<file path="config.mk">
export PLATFORM = sky130hd
export DESIGN_NAME = pad_ctl_cell
export DESIGN_NICKNAME = d
export VERILOG_FILES = /design/src/rtl/pad_cfg_pkg.sv /design/src/rtl/pad_cfg_shadow.sv /design/src/rtl/pad_sig_route.sv /design/src/rtl/pad_ctl_cell.sv
export SDC_FILE = /design/constraint.sdc
export NUM_CORES = 1
export LEC_CHECK = 0
export BUFFER_PORTS_ARGS = -buffer_cell sky130_fd_sc_hd__clkbuf_2
export CAP_MARGIN = 0
export CELL_PAD_IN_SITES_DETAIL_PLACEMENT = 1
export CELL_PAD_IN_SITES_GLOBAL_PLACEMENT = 2
export CORE_MARGIN = 2
export CORE_UTILIZATION = 21
export DETAILED_ROUTE_END_ITERATION = 6
export PLACE_DENSITY = 0.83
export SLEW_MARGIN = 20
export SYNTH_ARGS = -nofsm -noshare
export SYNTH_HDL_FRONTEND = slang
export SYNTH_SLANG_ARGS = --single-unit
</file>
<file path="constraint.sdc">
create_clock -name clk -period 1.1 [get_ports clk]
set_input_delay 0.22 -clock clk [delete_from_list [all_inputs] [get_ports clk]]
set_output_delay 0.22 -clock clk [all_outputs]
set_load 0.005 [all_outputs]
</file>
<file path="src/rtl/pad_cfg_pkg.sv">
`timescale 1ns/1ps
package pad_cfg_pkg;

    localparam int CFG_W = 13;
    localparam int DM_W  = 3;

    localparam logic [DM_W-1:0] DM_INPUT  = 3'b001;
    localparam logic [DM_W-1:0] DM_PULLUP = 3'b010;
    localparam logic [DM_W-1:0] DM_PULLDN = 3'b011;
    localparam logic [DM_W-1:0] DM_DRIVE  = 3'b110;

    // Field order fixes the bit positions of the word (MSB first).
    typedef struct packed {
        logic [DM_W-1:0] dm;        // [12:10]
        logic            trip_sel;  // [9]
        logic            slow;      // [8]
        logic            abus_pol;  // [7]
        logic            abus_sel;  // [6]
        logic            abus_en;   // [5]
        logic            ib_sel;    // [4]
        logic            in_dis;    // [3]
        logic            hold;      // [2]
        logic            out_dis;   // [1]
        logic            mgmt_en;   // [0]
    } pad_cfg_t;

    typedef struct packed {
        logic out;
        logic oe;
        logic in;
    } pad_dyn_t;

    function automatic pad_cfg_t reset_word(input bit full_mgmt);
        pad_cfg_t w;
        w         = '0;
        w.mgmt_en = 1'b1;
        if (full_mgmt) begin
            w.dm      = DM_DRIVE;
            w.out_dis = 1'b0;
        end else begin
            w.dm      = DM_INPUT;
            w.out_dis = 1'b1;
        end
        return w;
    endfunction

    function automatic logic is_pull(input logic [DM_W-1:0] dm);
        return (dm == DM_PULLUP) || (dm == DM_PULLDN);
    endfunction

endpackage

</file>
<file path="src/rtl/pad_cfg_shadow.sv">
`timescale 1ns/1ps
module pad_cfg_shadow
    import pad_cfg_pkg::*;
#(
    parameter bit FULL_MGMT = 1'b0
) (
    input  logic     clk,
    input  logic     rst,
    input  logic     xfer,
    input  pad_cfg_t mirror,
    output pad_cfg_t cfg_q
);

    localparam pad_cfg_t DEF_WORD = reset_word(FULL_MGMT);

    always_ff @(posedge clk) begin
        if (rst) begin
            cfg_q <= DEF_WORD;
        end else if (xfer) begin
            cfg_q <= mirror;
        end
    end

    a_r1_reset_default: assert property (@(posedge clk)
        rst |=> (cfg_q == DEF_WORD));

    a_r2_load_on_strobe: assert property (@(posedge clk) disable iff (rst)
        xfer |=> (cfg_q == $past(mirror)));

    a_r3_hold_between: assert property (@(posedge clk) disable iff (rst)
        !xfer |=> $stable(cfg_q));

endmodule

</file>
<file path="src/rtl/pad_sig_route.sv">
`timescale 1ns/1ps
module pad_sig_route
    import pad_cfg_pkg::*;
#(
    parameter bit FULL_MGMT = 1'b0
) (
    input  logic     clk,
    input  logic     rst,
    input  pad_cfg_t cfg,
    input  logic     usr_out,
    input  logic     usr_oe,
    output logic     usr_in,
    input  logic     mgmt_out,
    input  logic     mgmt_oe,
    output logic     mgmt_in,
    input  logic     pad_in,
    output logic     pad_out,
    output logic     pad_oe
);

    pad_dyn_t mside;

    generate
        if (FULL_MGMT) begin : g_full
            assign mside.out = mgmt_out;
            assign mside.oe  = mgmt_oe;
            assign mside.in  = pad_in;

            logic unused_cfg;
            assign unused_cfg = cfg.out_dis;

            a_r10_full_control: assert property (@(posedge clk) disable iff (rst)
                cfg.mgmt_en |-> (pad_oe == mgmt_oe) && (pad_out == mgmt_out)
                                && (mgmt_in == pad_in));
        end else begin : g_wire
            logic pull;
            logic in_role;

            assign pull      = is_pull(cfg.dm);
            assign in_role   = cfg.out_dis | pull;
            assign mside.out = pull ? ~cfg.dm[0] : mgmt_out;
            assign mside.oe  = ~cfg.out_dis;
            assign mside.in  = in_role ? pad_in : mgmt_out;

            logic unused_oe;
            assign unused_oe = mgmt_oe;

            a_r8_input_role: assert property (@(posedge clk) disable iff (rst)
                (cfg.mgmt_en && cfg.out_dis) |-> (!pad_oe && (mgmt_in == pad_in)));

            a_r9_pullup_forces: assert property (@(posedge clk) disable iff (rst)
                (cfg.mgmt_en && cfg.dm == DM_PULLUP) |-> pad_out);

            a_r9_pulldn_forces: assert property (@(posedge clk) disable iff (rst)
                (cfg.mgmt_en && cfg.dm == DM_PULLDN) |-> !pad_out);
        end
    endgenerate

    always_comb begin
        if (cfg.mgmt_en) begin
            pad_out = mside.out;
            pad_oe  = mside.oe;
            mgmt_in = mside.in;
            usr_in  = 1'b0;
        end else begin
            pad_out = usr_out;
            pad_oe  = usr_oe;
            mgmt_in = 1'b0;
            usr_in  = pad_in;
        end
    end

    a_r5_user_owns: assert property (@(posedge clk) disable iff (rst)
        !cfg.mgmt_en |-> (pad_out == usr_out) && (pad_oe == usr_oe) && !mgmt_in);

    a_r6_user_gated: assert property (@(posedge clk) disable iff (rst)
        cfg.mgmt_en |-> !usr_in);

endmodule

</file>
<file path="src/rtl/pad_ctl_cell.sv">
`timescale 1ns/1ps
module pad_ctl_cell
    import pad_cfg_pkg::*;
#(
    parameter bit FULL_MGMT = 1'b0
) (
    input  logic             clk,
    input  logic             rst,
    input  logic             xfer,
    input  logic [CFG_W-1:0] cfg_mirror,
    input  logic             usr_out,
    input  logic             usr_oe,
    output logic             usr_in,
    input  logic             mgmt_out,
    input  logic             mgmt_oe,
    output logic             mgmt_in,
    input  logic             pad_in,
    output logic             pad_out,
    output logic             pad_oe,
    output logic [DM_W-1:0]  pad_dm,
    output logic             pad_trip_sel,
    output logic             pad_slow,
    output logic             pad_abus_pol,
    output logic             pad_abus_sel,
    output logic             pad_abus_en,
    output logic             pad_ib_sel,
    output logic             pad_in_dis,
    output logic             pad_hold
);

    pad_cfg_t cfg_q;

    pad_cfg_shadow #(.FULL_MGMT(FULL_MGMT)) u_shadow (
        .clk    (clk),
        .rst    (rst),
        .xfer   (xfer),
        .mirror (pad_cfg_t'(cfg_mirror)),
        .cfg_q  (cfg_q)
    );

    pad_sig_route #(.FULL_MGMT(FULL_MGMT)) u_route (
        .clk      (clk),
        .rst      (rst),
        .cfg      (cfg_q),
        .usr_out  (usr_out),
        .usr_oe   (usr_oe),
        .usr_in   (usr_in),
        .mgmt_out (mgmt_out),
        .mgmt_oe  (mgmt_oe),
        .mgmt_in  (mgmt_in),
        .pad_in   (pad_in),
        .pad_out  (pad_out),
        .pad_oe   (pad_oe)
    );

    // static controls come straight from the shadow register
    assign pad_dm       = cfg_q.dm;
    assign pad_trip_sel = cfg_q.trip_sel;
    assign pad_slow     = cfg_q.slow;
    assign pad_abus_pol = cfg_q.abus_pol;
    assign pad_abus_sel = cfg_q.abus_sel;
    assign pad_abus_en  = cfg_q.abus_en;
    assign pad_ib_sel   = cfg_q.ib_sel;
    assign pad_in_dis   = cfg_q.in_dis;
    assign pad_hold     = cfg_q.hold;

    a_r11_static_quiet: assert property (@(posedge clk) disable iff (rst)
        !xfer |=> $stable({pad_dm, pad_trip_sel, pad_slow, pad_abus_pol,
                           pad_abus_sel, pad_abus_en, pad_ib_sel,
                           pad_in_dis, pad_hold}));

endmodule

</file>
==> out/metrics.csv, run 1 <==
metric;value;unit
power_frac_seq;52.1;%
multi_input_area;260;um^2
cts_buffer_depth;2;
synthCells;57;
core.rowCount;18;
final-seq-area;269;um^2
status;complete, but fails checks;
power_frac_comb;18.0;%
fin_util;31.7;%
slew_viol_final;0;
rrSetupSlack;0.22;ns
hold_viol;0;
worst_clock_skew;0;ns
viasPerCell;4.26;
fin_area;801;um^2
io_buffers;34;
critPathArrivalTime;1.12;ns
cpPeakStageDelay;0.35;ns
dp_hpwl;1090;um
p_int;740;uW
failed_checks;setup timing;
tightestPinTransition;0.433;ns
synthArstFlopShare;0;%
hold_end;u_shadow.cfg_q[1];
ant_nets;0;
drive_gt1_share;51.6;%
clock-sinks;13;
grt_max_degree;15;
drt_iter0_markers;4;
p_switching;253;uW
criticalPathCategory;reg2out;
overflow;0;
coreArea;2520;um^2
wl_per_cell;11.2;um
min_period;1.34;ns
grt_pass1_vias;541;
clk_pin_slew;0.08;ns
leakage;0.000433;uW
min_path_cells;3;
netlist_area;566;um^2
area_delta_synth_final;41.6;%
worstPathBufferInverterCount;1;
rsz0062_at_grt;true;
setup_ws;-0.242;ns
slew-limit-headroom;71.2;%
placed_cell_area;738;um^2
power_switching_share;25.5;%
largest_reg_flops;13;
hold_path_class;in2reg;
finalCritPeriodShare;122;%
firstDrtPassIters;3;
syn_area_per_cell;9.92;um^2
slowest_stage;dfxtp_2;
num_vias;524;
clockPowerShare;29.9;%
timing.critical_path.from_type;flop;
ys.flop_type;dfxtp_1;
p_per_area;1240;nW/um^2
clkLatencyLatePin;0.27;ns
min_from;cfg_mirror[1];
synth-edff-count;0;
grt.total_usage;9.40;%
reg2reg_from;u_shadow.cfg_q[11];
dp.cells;118;
antenna_found_initial;0;
ys_ff_latch;13;
cp_max_fo;3;
cap_violations;0;
die-area;3120;um^2
syn-num-nets;78;
yosysSeqAreaShare;46.0;%
initial_core_util;22.4;%
cts_buffers;3;
fin_nets;115;
finalSetupViolations;3;
grt_pass1_wl;2300;um
die_w;55.9;um
max_freq;745;MHz
cts_root_buf;clkbuf_4;
path_delay_family;flip-flops;
fp.dieH;55.9;um
cp_cell_sequence;nand2b_4 > a21oi_2 > a41o_1 > clkbuf_2;
reg_top3;u_shadow.cfg_q (13);
ir_drop;0.498;mV
drc_errors;0;
rr_worst_depth;4;
r2r-end;u_shadow.cfg_q[11];
yosysUniqueCellTypes;16;
top_register;u_shadow.cfg_q;
worstSetupEndpointType;output port;
tritoncts;done;
yosys_warnings;0;
stdcell_count;123;
required;0.88;ns
diodes;0;
htree_levels;1;
wl;1380;um
io_pins;36;
gp_congestion;0.689;
fillers;325;
## cells by family (layout without fill, tap and decap cells)
group                  after synthesis  count (layout)  synth area share (%)
AND/OR/NAND/NOR                     18              18                  13.5
multiplexers                        13              13                  23.2
flip-flops                          13              13                  46.0
buffers and inverters                8              44                  11.5
AO/OA/AOI/OAI                        5               5                  5.75
## layout by cell type, fill, tap and decap left out, drive strengths merged
cell type	count
o211ai	1
mux2	1
inv	2
nor2b	1
buf	5
dfxtp	13
nand2	4
a41o	1
mux2i	12
nor3b	1
nor2	11
clkbuf	37
a21oi	3
nand2b	1
## worst max-delay path by stage
stage | endpoint | slack [ns] | from | cells after the start
after floorplan | pad_oe | 0.14 | u_shadow.cfg_q[0] | 1
after global placement | pad_out | 0.0005 | u_shadow.cfg_q[11] | 4
after detailed placement | pad_out | -0.03 | u_shadow.cfg_q[11] | 4
after CTS | mgmt_in | -0.26 | u_shadow.cfg_q[12] | 4
after global routing | pad_out | -0.31 | u_shadow.cfg_q[11] | 4
final | mgmt_in | -0.24 | u_shadow.cfg_q[12] | 4
## stage by stage
stage | worst slack [ns] | setup TNS, ns | total power [uW] | hold WS [ns]
3_5_place_dp | -0.0332 | -0.0484 | 699 | 0.449
2_1_floorplan | 0.135 | 0 | 625 | 0.329
6_report | -0.242 | -0.642 | 993 | 0.165
4_1_cts | -0.263 | -0.745 | 1010 | 0.157
3_3_place_gp | 0.000463 | 0 | 691 | 0.441
5_1_grt | -0.309 | -0.878 | 1060 | 0.171
## power by group through the flow
stage | Clock [uW] | Combinational (uW) | Sequential [uW]
2_1_floorplan | 0 | 97.7 | 527
3_3_place_gp | 0 | 165 | 526
3_5_place_dp | 0 | 172 | 528
4_1_cts | 314 | 181 | 518
5_1_grt | 342 | 199 | 522
6_report | 297 | 179 | 517
## worst reg2reg max path: cells and delay by family, from the launching register on
kind          cells  cell delay, ns
mux               1            0.12
simple gates      1            0.05
buf+inv           2            0.25
flops             1            0.36
## area by class of cell
class	count	share of cell area, %
flip-flops and latches	13	33.6
multi-input cells	36	32.5
repair buffers	38	25.0
well taps	30	4.69
clock buffers	4	3.28
inverters	2	0.938
## cells in the mapped netlist (all sizes together) (2+ instances only)
cell / instances / share of area (%)
nor2: 11 / 7.3
dfxtp: 13 / 46
nand2: 4 / 2.7
mux2i: 12 / 21
a21oi: 3 / 2.7
inv: 2 / 1.3
buf: 5 / 9.5
## per-layer routing
| layer | global-route usage [%] | vias up | share of wire (%) |
|---|---|---|---|
| met5 | 0 | - | 0 |
| li1 | - | 258 | - |
| met3 | 3.02 | 0 | 11 |
| met1 | 11.5 | 236 | 40 |
| met4 | 4.08 | 0 | 0 |
| met2 | 15.1 | 30 | 49 |
## what timing repair did
item	CTS	global route
setup endpoints to repair	4	6
endpoints found under the hold margin	0	0
setup buffers	1	0
hold buffers	0	0
resized for setup	8	2
pin swaps	2	0
Note: power is estimated with default switching activity, not from simulation.
==> inputs of run 2 (changes only) <==
Settings changed: BUFFER_PORTS_ARGS -buffer_cell sky130_fd_sc_hd__clkbuf_2 to -buffer_cell sky130_fd_sc_hd__buf_2.
==> run 2 against run 1 <==
  * The flow still finishes with violations (setup timing)
  * Flip-flop and latch count unchanged
  * Non-clock buffer count rose by 2
  * Register-to-register slack barely moved
  * Via count up 1.3%
  * Clock power decreased by 3%
  * Global-route usage rose by 0.10 points
  * Sequential power about the same
  * First-iteration DRC count increased by 50%
  * Die area stayed put
  * Total power increased by 1.3%
  * Critical endpoint unchanged
==> out/metrics.csv, run 2 (synthesis results as in run 1) <==
metric;value;unit
grt_pass1_wl;2320;um
reg2reg_from;u_shadow.cfg_q[11];
cpPeakStageDelay;0.37;ns
firstDrtPassIters;3;
timing.critical_path.from_type;flop;
worst_clock_skew;0;ns
placed_cell_area;758;um^2
htree_levels;1;
final_cell_mix;buf_2 (32), mux2i_1 (12), nor2_1 (11);
antenna_found_initial;0;
endpoint;mgmt_in;
clk_pin_slew;0.08;ns
cp-startpoint;u_shadow.cfg_q[12];
min_period;1.36;ns
die-area;3120;um^2
final_common_cell;buf_2;
tightestPinTransition;0.196;ns
failed_checks;setup timing;
wl;1430;um
wl_per_cell;11.5;um
fin_area;855;um^2
clkLatencyLatePin;0.26;ns
viasPerCell;4.25;
fin_nets;117;
slew-limit-headroom;87.0;%
path_delay_family;flip-flops;
grt_pass1_vias;551;
rr_worst_depth;4;
gp_congestion;0.666;
overflow;0;
finalCritPeriodShare;123;%
status;complete, but fails checks;
critPathArrivalTime;1.14;ns
top_layer_used;met4;
io_buffers;34;
tritoncts;done;
rrSetupSlack;0.23;ns
leakage;0.000453;uW
cts_root_buf;clkbuf_4;
clock-sinks;13;
diodes;0;
cts_buffers;3;
slew_viol_final;0;
core.rowCount;18;
criticalPathCategory;reg2out;
worstSetupEndpointType;output port;
r2r-end;u_shadow.cfg_q[11];
fp.dieH;55.9;um
cp_cell_sequence;nand2b_4 > a21oi_2 > a41o_1 > buf_2;
ir_drop;0.456;mV
cap_violations;0;
fillers;320;
io_pins;36;
ant_nets;0;
hold_path_class;in2reg;
reg_top3;u_shadow.cfg_q (13);
grt.total_usage;9.50;%
worstPathBufferInverterCount;1;
p_per_area;1180;nW/um^2
timing.setup.tns;-0.847;ns
dr_wl_met3;180;um
drt_iter0_markers;6;
cts_buffer_depth;2;
dp_hpwl;1120;um
num_vias;531;
required;0.88;ns
drc_errors;0;
met1_length;549;um
drive_gt1_share;53.7;%
dr_wl_met2;689;um
area_delta_synth_final;51.1;%
rsz0062_at_grt;true;
grt_max_degree;15;
die_w;55.9;um
top_register;u_shadow.cfg_q;
setup_ws;-0.255;ns
initial_core_util;22.4;%
cp_num_cells;4;
coreArea;2520;um^2
largest_reg_flops;13;
cts_hold_buffers;0;
max_freq;738;MHz
hold_viol;0;
finalSetupViolations;5;
cp_max_fo;3;
slowest_stage;dfxtp_4;
## run 2: area by class of cell
type                       count  area (um^2)  area share (%)
clock buffer                   4         26.3            3.07
inverter                       2         7.51           0.878
multi-input combinational     36          267            31.2
sequential                    13          273            31.9
tap                           30         37.5            4.39
timing repair buffer          40          244            28.6
## run 2: metal layers
layer / track usage (%) / up-vias
met2: 16.0 / 30
li1: - / 262
met1: 10.3 / 237
met5: 0 / -
met4: 5.10 / 0
met3: 3.49 / 2
## run 2: tightest hold or removal path, stage by stage
cell and delay [ns]:
buf_2 0.08, mux2i_1 0.06, nand2_1 0.05
## run 2: how the worst min path moves through the flow
stage                   startpoint  cells past startpoint            endpoint  slack [ns]
finish               cfg_mirror[0]                      3   u_shadow.cfg_q[0]        0.17
global route        cfg_mirror[10]                      3  u_shadow.cfg_q[10]        0.19
CTS                  cfg_mirror[0]                      3   u_shadow.cfg_q[0]        0.17
detailed placement   cfg_mirror[0]                      3   u_shadow.cfg_q[0]        0.45
global placement     cfg_mirror[0]                      3   u_shadow.cfg_q[0]        0.44
floorplan                      rst                      2   u_shadow.cfg_q[0]        0.33
## run 2: where the power goes
| group | switching, uW | total, uW | internal [uW] |
|---|---|---|---|
| combinational | 80.2 | 200 | 120 |
| sequential | 20.4 | 517 | 497 |
| clock | 148 | 288 | 140 |
## run 2: per-stage QoR
step | hold slack (ns) | instances | util (%) | power, uW | setup slack (ns)
floorplan | 0.329 | 57 | - | 625 | 0.135
finish | 0.167 | 125 | 33.9 | 1010 | -0.255
CTS | 0.169 | 124 | 32.6 | 1020 | -0.263
detailed placement | 0.454 | 119 | 30.1 | 707 | -0.0216
global route | 0.189 | 125 | 33.9 | 1080 | -0.322
global placement | 0.444 | 119 | 30.1 | 698 | 0.0220
## run 2: what timing repair did
action                                  in CTS  in global routing
cloned                                       0                  0
endpoints found under the setup margin       4                  6
pin swaps                                    2                  0
resized for setup                            8                  7
buffers inserted                             1                  1
==> inputs of run 3 (changes only) <==
Settings changed: PLACE_DENSITY 0.83 to default, PLACE_DENSITY_LB_ADDON from default to 0.15.
==> run 3 against run 2 <==
  * The run still ends with setup timing left
  * Non-clock buffer count down 1
  * Worst setup slack better by 0.015 ns
  * Core utilization down 1.1 points
  * Clock skew unchanged
  * Critical endpoint unchanged
==> out/metrics.csv, run 3 (synthesis results as in run 1) <==
metric;value;unit
drc_errors;0;
num_vias;512;
max_freq;746;MHz
leakage;0.000444;uW
fillers;317;
area_delta_synth_final;46.2;%
fp.dieH;55.9;um
top_register;u_shadow.cfg_q;
ir_drop;0.447;mV
grt_pass1_wl;2250;um
tightestPinTransition;0.204;ns
hold_path_class;in2reg;
initial_core_util;22.4;%
placed_cell_area;766;um^2
p_per_area;1220;nW/um^2
final_cell_mix;buf_2 (33), mux2i_1 (12), nor2_1 (11);
status;complete, but fails checks;
die-area;3120;um^2
criticalPathCategory;reg2out;
grt_max_degree;15;
wl_per_cell;10.9;um
worstSetupEndpointType;output port;
drive_gt1_share;55.3;%
antenna_found_initial;0;
ant_nets;0;
fin_area;827;um^2
timing.critical_path.from_type;flop;
clock-sinks;13;
dr_wl_met2;644;um
fin_util;32.8;%
hold_viol;0;
htree_levels;1;
min_period;1.34;ns
finalCritPeriodShare;122;%
grt.total_usage;9.34;%
worst_clock_skew;0;ns
failed_checks;setup timing;
clk_pin_slew;0.08;ns
hold_ws;0.165;ns
die_w;55.9;um
critPathArrivalTime;1.12;ns
core.rowCount;18;
coreArea;2520;um^2
final-seq-area;268;um^2
cts_buffer_depth;2;
final_common_cell;buf_2;
firstDrtPassIters;3;
post_cts_buffers;0;
multi_input_area;260;um^2
cp_max_fo;3;
cts_root_buf;clkbuf_4;
largest_reg_flops;13;
tritoncts;done;
dp_hpwl;1000;um
grt_pass1_vias;514;
rsz0062_at_grt;true;
finalSetupViolations;3;
rr_worst_depth;3;
setup_ws;-0.240;ns
slew-limit-headroom;86.4;%
dr_wl_met3;73;um
met1_length;618;um
power.total;1010;uW
cap_violations;0;
drt_iter0_markers;1;
overflow;0;
fin_nets;116;
clkLatencyLatePin;0.27;ns
top_layer_used;met4;
cts_buffers;3;
slew_viol_final;0;
io_buffers;34;
io_pins;36;
timing.setup.tns;-0.652;ns
required;0.88;ns
gp_congestion;0.643;
viasPerCell;4.13;
wl;1350;um
reg_top3;u_shadow.cfg_q (13);
diodes;0;
min_path_cells;3;
-- run 3: area by class of cell --
cell class / instances / area share [%]
sequential: 13 / 32.4
clock inverter: 1 / 0.605
tap: 30 / 4.54
inverter: 2 / 0.908
timing repair buffer: 39 / 27.4
multi-input combinational: 36 / 31.5
clock buffer: 3 / 2.72
-- run 3: worst paths after layout --
path                                    startpoint            endpoint  slack (ns)
worst max-delay path            u_shadow.cfg_q[12]             mgmt_in       -0.24
worst min-delay path                 cfg_mirror[1]   u_shadow.cfg_q[1]        0.16
worst max register to register  u_shadow.cfg_q[11]  u_shadow.cfg_q[11]        0.34
worst min register to register   u_shadow.cfg_q[5]   u_shadow.cfg_q[5]        0.49
-- run 3: power by group --
part | switching [uW] | internal, uW | leakage, uW | total (uW)
registers | 18.2 | 500 | 0.000108 | 518
clock network | 166 | 135 | 0.0000177 | 300
logic | 76.8 | 113 | 0.000318 | 190
-- run 3: critical path, cell delays in order (launching register included) --
cell and delay [ns]:
dfxtp_2 0.36, nand2b_4 0.14, a21oi_2 0.05, a41o_1 0.19, buf_2 0.12
-- run 3: timing repair --
item                                   in CTS  in global routing
hold buffers                                0                  0
pin swaps                                   2                  0
endpoints found under the hold margin       0                  0
setup endpoints to repair                   5                  7
resized for setup                           6                  5
-- run 3: per-stage QoR --
step | worst slack [ns] | cells
floorplan | 0.135 | 57
global placement | 0.00502 | 120
detailed placement | -0.0150 | 120
global route | -0.325 | 124
finish | -0.240 | 124
CTS | -0.274 | 124
-- run 3: metal layers --
layer  global-route usage, %  vias up
met1                    12.3      231
met3                    2.09        2
met2                    13.6       17
met4                    6.12        0
met5                       0        -
li1                        -      262
